--- src/rtl/lis_shell_pkg.sv ---
package lis_shell_pkg;

   typedef enum logic {
      COMB_SUM = 1'b0,
      COMB_XOR = 1'b1
   } comb_e;

endpackage

--- src/rtl/lis_in_slot.sv ---
module lis_in_slot #(
   parameter int DATA_W = 16
) (
   input  logic              clk,
   input  logic              rst_n,
   input  logic              in_valid,
   input  logic [DATA_W-1:0] in_data,
   input  logic              fire,
   output logic              avail,
   output logic              stop_up,
   output logic [DATA_W-1:0] core_word
);

   logic              full_q;
   logic [DATA_W-1:0] data_q;

   always_ff @(posedge clk or negedge rst_n) begin
      if (!rst_n) begin
         full_q <= 1'b0;
         data_q <= '0;
      end else if (fire) begin
         full_q <= 1'b0;
      end else if (in_valid && !full_q) begin
         full_q <= 1'b1;
         data_q <= in_data;
      end
   end

   assign avail     = full_q | in_valid;
   assign stop_up   = full_q;
   assign core_word = full_q ? data_q : in_data;

   // a token that arrives while nothing fires is parked
   p_capture_r4: assert property (@(posedge clk) disable iff (!rst_n)
      (in_valid && !full_q && !fire) |=> (full_q && data_q == $past(in_data)));

   // a firing empties the slot
   p_clear_r6: assert property (@(posedge clk) disable iff (!rst_n)
      fire |=> !full_q);

   // a parked token stays, unchanged, until it is consumed
   p_hold_r5: assert property (@(posedge clk) disable iff (!rst_n)
      (full_q && !fire) |=> (full_q && $stable(data_q)));

   // the upstream side never pushes into an occupied slot
   p_env_no_push_r5: assert property (@(posedge clk) disable iff (!rst_n)
      stop_up |-> !in_valid);

endmodule

--- src/rtl/lis_fire_ctrl.sv ---
module lis_fire_ctrl #(
   parameter int N_IN  = 2,
   parameter int M_OUT = 2
) (
   input  logic [N_IN-1:0]  avail,
   input  logic [M_OUT-1:0] out_stop,
   output logic             fire,
   output logic [M_OUT-1:0] out_valid
);

   logic all_avail;
   logic any_stall;

   assign all_avail = &avail;
   assign any_stall = |out_stop;
   assign fire      = all_avail & ~any_stall;
   assign out_valid = {M_OUT{fire}};

endmodule

--- src/rtl/lis_core_stub.sv ---
module lis_core_stub
   import lis_shell_pkg::*;
#(
   parameter int    N_IN    = 2,
   parameter int    M_OUT   = 2,
   parameter int    DATA_W  = 16,
   parameter comb_e COMBINE = COMB_SUM
) (
   input  logic                     clk,
   input  logic                     rst_n,
   input  logic                     fire,
   input  logic [N_IN*DATA_W-1:0]   core_in,
   output logic [M_OUT*DATA_W-1:0]  out_data
);

   logic [DATA_W-1:0] cnt_q;
   logic [DATA_W-1:0] merged;

   always_ff @(posedge clk or negedge rst_n) begin
      if (!rst_n) cnt_q <= '0;
      else if (fire) cnt_q <= cnt_q + 1'b1;
   end

   generate
      if (COMBINE == COMB_XOR) begin : g_xor
         always_comb begin
            merged = '0;
            for (int i = 0; i < N_IN; i++) merged = merged ^ core_in[i*DATA_W +: DATA_W];
         end
      end else begin : g_sum
         always_comb begin
            merged = '0;
            for (int i = 0; i < N_IN; i++) merged = merged + core_in[i*DATA_W +: DATA_W];
         end
      end
   endgenerate

   generate
      for (genvar j = 0; j < M_OUT; j++) begin : g_out
         assign out_data[j*DATA_W +: DATA_W] = merged + cnt_q + DATA_W'(j);
      end
   endgenerate

   // the core's state advances once per firing
   p_cnt_step_r8: assert property (@(posedge clk) disable iff (!rst_n)
      fire |=> (cnt_q == $past(cnt_q) + DATA_W'(1)));

   // the core's state is frozen while paused
   p_cnt_hold_r8: assert property (@(posedge clk) disable iff (!rst_n)
      !fire |=> $stable(cnt_q));

endmodule

--- src/rtl/lis_shell.sv ---
module lis_shell
   import lis_shell_pkg::*;
#(
   parameter int    N_IN    = 2,
   parameter int    M_OUT   = 2,
   parameter int    DATA_W  = 16,
   parameter comb_e COMBINE = COMB_SUM
) (
   input  logic                    clk,
   input  logic                    rst_n,
   input  logic [N_IN-1:0]         in_valid,
   input  logic [N_IN*DATA_W-1:0]  in_data,
   output logic [N_IN-1:0]         in_stop,
   input  logic [M_OUT-1:0]        out_stop,
   output logic [M_OUT-1:0]        out_valid,
   output logic [M_OUT*DATA_W-1:0] out_data
);

   localparam int IN_BITS = N_IN * DATA_W;

   generate
      if (N_IN < 1)   begin : g_bad_n  $error("N_IN must be at least 1");   end
      if (M_OUT < 1)  begin : g_bad_m  $error("M_OUT must be at least 1");  end
      if (DATA_W < 1) begin : g_bad_w  $error("DATA_W must be at least 1"); end
   endgenerate

   logic [N_IN-1:0]    avail;
   logic [IN_BITS-1:0] core_in;
   logic               fire;

   generate
      for (genvar i = 0; i < N_IN; i++) begin : g_slot
         lis_in_slot #(.DATA_W(DATA_W)) u_slot (
            .clk       (clk),
            .rst_n     (rst_n),
            .in_valid  (in_valid[i]),
            .in_data   (in_data[i*DATA_W +: DATA_W]),
            .fire      (fire),
            .avail     (avail[i]),
            .stop_up   (in_stop[i]),
            .core_word (core_in[i*DATA_W +: DATA_W])
         );
      end
   endgenerate

   lis_fire_ctrl #(.N_IN(N_IN), .M_OUT(M_OUT)) u_fire (
      .avail     (avail),
      .out_stop  (out_stop),
      .fire      (fire),
      .out_valid (out_valid)
   );

   lis_core_stub #(.N_IN(N_IN), .M_OUT(M_OUT), .DATA_W(DATA_W), .COMBINE(COMBINE)) u_core (
      .clk      (clk),
      .rst_n    (rst_n),
      .fire     (fire),
      .core_in  (core_in),
      .out_data (out_data)
   );

   // output valids always agree
   p_equal_r2: assert property (@(posedge clk) disable iff (!rst_n)
      (out_valid == '0) || (&out_valid));

   // a stall on any output suppresses every output valid
   p_stall_r3: assert property (@(posedge clk) disable iff (!rst_n)
      (|out_stop) |-> (out_valid == '0));

   // a firing needs a token on every input, live or parked
   p_all_tokens_r1: assert property (@(posedge clk) disable iff (!rst_n)
      out_valid[0] |-> (&(in_valid | in_stop)));

endmodule

--- config.mk ---
export PLATFORM = sky130hd
export DESIGN_NAME = lis_shell
export DESIGN_NICKNAME = d
export VERILOG_FILES = /design/src/rtl/lis_shell_pkg.sv /design/src/rtl/lis_in_slot.sv /design/src/rtl/lis_fire_ctrl.sv /design/src/rtl/lis_core_stub.sv /design/src/rtl/lis_shell.sv
export SDC_FILE = /design/constraint.sdc
export NUM_CORES = 1
export LEC_CHECK = 0
export BUFFER_PORTS_ARGS = -buffer_cell sky130_fd_sc_hd__clkbuf_2
export CAP_MARGIN = 15
export CORE_MARGIN = 2
export CORE_UTILIZATION = 50
export CTS_CLUSTER_DIAMETER = 60
export DETAILED_ROUTE_END_ITERATION = 16
export GPL_TIMING_DRIVEN = 0
export PLACE_DENSITY_LB_ADDON = 0.25
export RECOVER_POWER = 100
export SETUP_SLACK_MARGIN = 0.4
export SYNTH_ARGS = -nofsm -noshare
export SYNTH_HDL_FRONTEND = slang
export SYNTH_SLANG_ARGS = --single-unit
--- constraint.sdc ---
create_clock -name clk -period 5.13 [get_ports clk]
set_clock_uncertainty 0.15 [all_clocks]
set_input_delay 0.2565 -clock clk [delete_from_list [all_inputs] [get_ports clk]]
set_output_delay 0.2565 -clock clk [all_outputs]
set_load 0.01 [all_outputs]
==> metrics.yaml <==
logic_synthesis:
  synth_area_leader_cell: "sky130_fd_sc_hd__dfrtp_1"
  yosys-top-cells-area: "sky130_fd_sc_hd__dfrtp_1 (34%), sky130_fd_sc_hd__mux2_2 (19%), sky130_fd_sc_hd__fa_1 (8.6%)"
  dominantRegCellSynth: "sky130_fd_sc_hd__dfrtp_1"
  synth_top_area_share_pct: 33.8
  synth_area_per_cell_um2: 11.4
  ys_async_sr_fraction_pct: 100
  ys_seq_area_share_pct: 33.8
  number_of_cells_produced_by_synthesis: 326
  syn-cell-area_mm2: 0.00370
  yosysWarnings: 0
  postSynthNetCount: 396
  yosys_register_bits: 50
  synth.distinct_cells: 51
  synth_edf_count: 0
clock_tree:
  tritoncts: "done"
  clk_root_buffer_cell: "sky130_fd_sc_hd__clkbuf_8"
  numClockSinks: 50
  clk_path_buf_depth: 2
  ctsHtreeMaxLevel: 2
  cts_inserted_buffers: 5
  insertion_delay_ns: 0.31
  clkTransAtPathRegs_ns: 0.09
critical_path:
  timing.critical_path.max_delay_family: "adder cells"
  critPathLaunchType: "flip-flop"
  crit_chain: "buf_6, mux2_1, fa_1, ha_1, inv_1, fa_1, nand2b_4, a211oi_4, o21ai_2, a211o_1, o21bai_2, a21oi_2, xnor2_1, xnor2_2, clkbuf_1"
  critical_path.slowest_cell: "sky130_fd_sc_hd__fa_1"
  cpMostUsedCell: "sky130_fd_sc_hd__fa_1"
  cp-end-kind: "output port"
  worst-setup-path-type: "reg2out"
  worst_path_largest_cell_delay_ns: 0.52
  worst_ep_arrival_time_ns: 4.28
  cp_max_fo: 9
  regToRegSetupSlack_ns: 1.86
  cp_num_buf_inv: 3
  cp_data_required_time_ns: 4.72
power_and_ir_drop:
  switchingPower_w: 0.00164
  power_leakage_nw: 2.01
  switching_share_pct: 48.3
  power_report.internal_total_w: 0.00175
  seq_power_share_pct: 16.1
  power.share.combinational_pct: 75.5
  peakVddDrop_mv: 0.336
  power.density_cell_area_mw_per_mm2: 768
  power.share.clock_pct: 8.3
min_path:
  min_path_type: "in2reg"
timing:
  timing.slew.headroom_pct: -13.5
  tightest_slew_ns: 1.70
  finalCriticalPeriod_ns: 4.68
  slew_viol_final: 34
  hold_violations: 0
  achievable-frequency_ghz: 0.214
  finalSetupViolCount: 0
  fin_tns_setup_ns: 0
  layout_worst_path_cycle_share_pct: 91.3
  unrepaired_setup_endpoints_after_global_routing: "no"
detailed_routing:
  drtPass1Iterations: 4
  final_antenna_net_count: 0
  detail_route.wl_per_cell_um: 14.8
  drc: 0
  vias_per_cell: 5.26
  count_of_vias_placed_by_the_detailed_router: 2722
  drt_first_iter_violations: 80
  wl_um: 7650
floorplan:
  core-area_mm2: 0.00721
  rows: 31
  floorplan.initialDensity_pct: 51.3
  floorplan.io_pins: 74
  design.die.area_mm2: 0.00811
  die_height_um: 90.1
  die_w_um: 90.1
run:
  max-cap-violations: 1
final_layout:
  seq_area_mm2: 0.00125
  syn_to_final_growth_pct: 19.2
  antenna-diode-count: 0
  drive_above_1_share_pct: 38.0
  area_of_the_multi_input_gates_mm2: 0.00237
  finalCoreUtilization_pct: 61.2
  final.fill_count: 633
  nets: 488
placed_design:
  port-buffer-count: 73
  placed_wire_length_estimate_after_detailed_placement_um: 6100
  gp_congestion: 0.745
status:
  violations: "max-capacitance violations, max-slew violations"
  run_status: "finished with violations"
global_routing:
  grt_antenna_before_repair: 0
  grt_first_pass_wirelength_um: 12500
  first_global_vias: 2708
  overflow: 0
  grt_usage_pct: 19.0
  pin_count_of_the_biggest_net_entering_global_routing: 34
worst paths after layout:
kind / startpoint / to / depth (start not counted)
worst max register to register: g_slot[0].u_slot.stop_up$_DFFE_PN0P_ / g_slot[0].u_slot.data_q[14]$_DFFE_PN0P_ / 7
min in group asynchronous: rst_n / g_slot[1].u_slot.stop_up$_DFFE_PN0P_ / 2
worst max-delay path: g_slot[0].u_slot.stop_up$_DFFE_PN0P_ / out_data[31] / 15
worst min register to register: u_core.cnt_q[15]$_DFFE_PN0P_ / u_core.cnt_q[15]$_DFFE_PN0P_ / 1
worst min-delay path: in_data[9] / g_slot[0].u_slot.data_q[9]$_DFFE_PN0P_ / 2
max in group asynchronous: rst_n / g_slot[0].u_slot.data_q[15]$_DFFE_PN0P_ / 3
layer usage:
metal  vias up  track usage [%]  routed length [um]
met5         -                0                   0
met4         0             5.51                  95
met3         8             2.77                 344
met2        66             31.6                3710
met1      1321             26.0                3500
li1       1327                -                   -
cells by family (layout without fill, tap and decap cells):
family                   Yosys count  in the layout  synth area share (%)
AND/OR/NAND/NOR                   82             82                  12.5
AO/OA/AOI/OAI                     33             33                  7.37
multiplexers                      65             65                  19.7
flip-flops                        50             50                  33.8
XOR/XNOR                          39             39                  9.43
adder cells (fa/ha/maj)           32             32                  14.1
buffers and inverters             25            117                  3.18
cells in the mapped netlist, drive strengths merged (2+ instances only):
library cell	instances
mux2	63
nor2	23
or3	2
nor3	5
fa	16
xor2	11
a21oi	9
inv	14
o21ai	5
nand4	8
a21o	4
buf	10
nor3b	2
nand2	17
mux2i	2
ha	16
o31a	2
a211oi	3
and2	5
nand2b	2
and3	5
xnor2	28
nand3	7
and4	3
dfrtp	50
nor4	2
metrics by stage:
step / power [W] / setup slack [ns] / hold WS [ns] / cells / area, um2
floorplan: 0.00229 / 1.00 / -0.189 / 326 / 3700
global placement: 0.00297 / 0.482 / 0.333 / 498 / 4190
detailed placement: 0.00304 / 0.426 / 0.0982 / 499 / 4210
CTS: 0.00335 / 0.416 / 0.0330 / 507 / 4360
global route: 0.00368 / 0.237 / 0.0316 / 517 / 4410
finish: 0.00339 / 0.446 / 0.0378 / 517 / 4410
state kept, by name (all words and copies together) (netlist names):
signal                 cells
g_slot.u_slot.data_q      32
u_core.cnt_q              16
g_slot.u_slot.stop_up      2
placed cells by master (no fill, tap or decap), types with 2 or more instances in the layout:
| cell type | instances |
|---|---|
| sky130_fd_sc_hd__nand3_1 | 6 |
| sky130_fd_sc_hd__mux2_1 | 2 |
| sky130_fd_sc_hd__a21oi_2 | 2 |
| sky130_fd_sc_hd__o21ai_1 | 2 |
| sky130_fd_sc_hd__xnor2_1 | 26 |
| sky130_fd_sc_hd__clkbuf_2 | 52 |
| sky130_fd_sc_hd__and3_1 | 5 |
| sky130_fd_sc_hd__dfrtp_1 | 50 |
| sky130_fd_sc_hd__a21oi_1 | 7 |
| sky130_fd_sc_hd__nor3_1 | 4 |
| sky130_fd_sc_hd__nor3b_1 | 2 |
| sky130_fd_sc_hd__nor2_1 | 23 |
| sky130_fd_sc_hd__clkbuf_8 | 6 |
| sky130_fd_sc_hd__clkbuf_1 | 24 |
| sky130_fd_sc_hd__buf_4 | 14 |
| sky130_fd_sc_hd__inv_1 | 14 |
| sky130_fd_sc_hd__a21o_1 | 3 |
| sky130_fd_sc_hd__clkbuf_4 | 2 |
| sky130_fd_sc_hd__buf_6 | 2 |
| sky130_fd_sc_hd__and2_0 | 3 |
| sky130_fd_sc_hd__and2_1 | 2 |
| sky130_fd_sc_hd__ha_1 | 16 |
| sky130_fd_sc_hd__nand2_1 | 17 |
| sky130_fd_sc_hd__xor2_1 | 11 |
| sky130_fd_sc_hd__mux2_2 | 61 |
| sky130_fd_sc_hd__fa_1 | 16 |
| sky130_fd_sc_hd__o21ai_0 | 2 |
| sky130_fd_sc_hd__nand4_1 | 8 |
| sky130_fd_sc_hd__mux2i_1 | 2 |
power groups by stage:
stage	clock (W)	sequential [W]	combinational [W]
after floorplan	0	0.000539	0.00175
after global placement	0	0.000549	0.00242
after detailed placement	0	0.000556	0.00248
after CTS	0.000290	0.000547	0.00251
after global routing	0.000306	0.000559	0.00281
final	0.000282	0.000547	0.00256
worst register-to-register path, delay by kind of cell (launching register included):
kind	cells	cell delay, ns
and+or+nand+nor	3	1.34
buffers and inverters	3	0.86
muxes	1	0.41
DFF	1	0.40
layout make-up:
type | count | area share, %
plain buffers | 11 | 1.81
clock buffers | 6 | 1.87
clock inverters | 1 | 0.680
inverters | 14 | 1.19
multi-input cells | 251 | 53.6
flip-flops and latches | 50 | 28.3
well taps | 99 | 2.81
repair buffers | 85 | 9.69
timing repair:
item                                    4_1_cts  5_1_grt
pin swaps                                     0        6
setup buffers                                 0       10
resized for setup                             5       18
hold buffers                                  1        0
endpoints found under the hold margin        17        0
endpoints found under the setup margin        6        6
No activity file was read; power rests on OpenSTA's default activity.
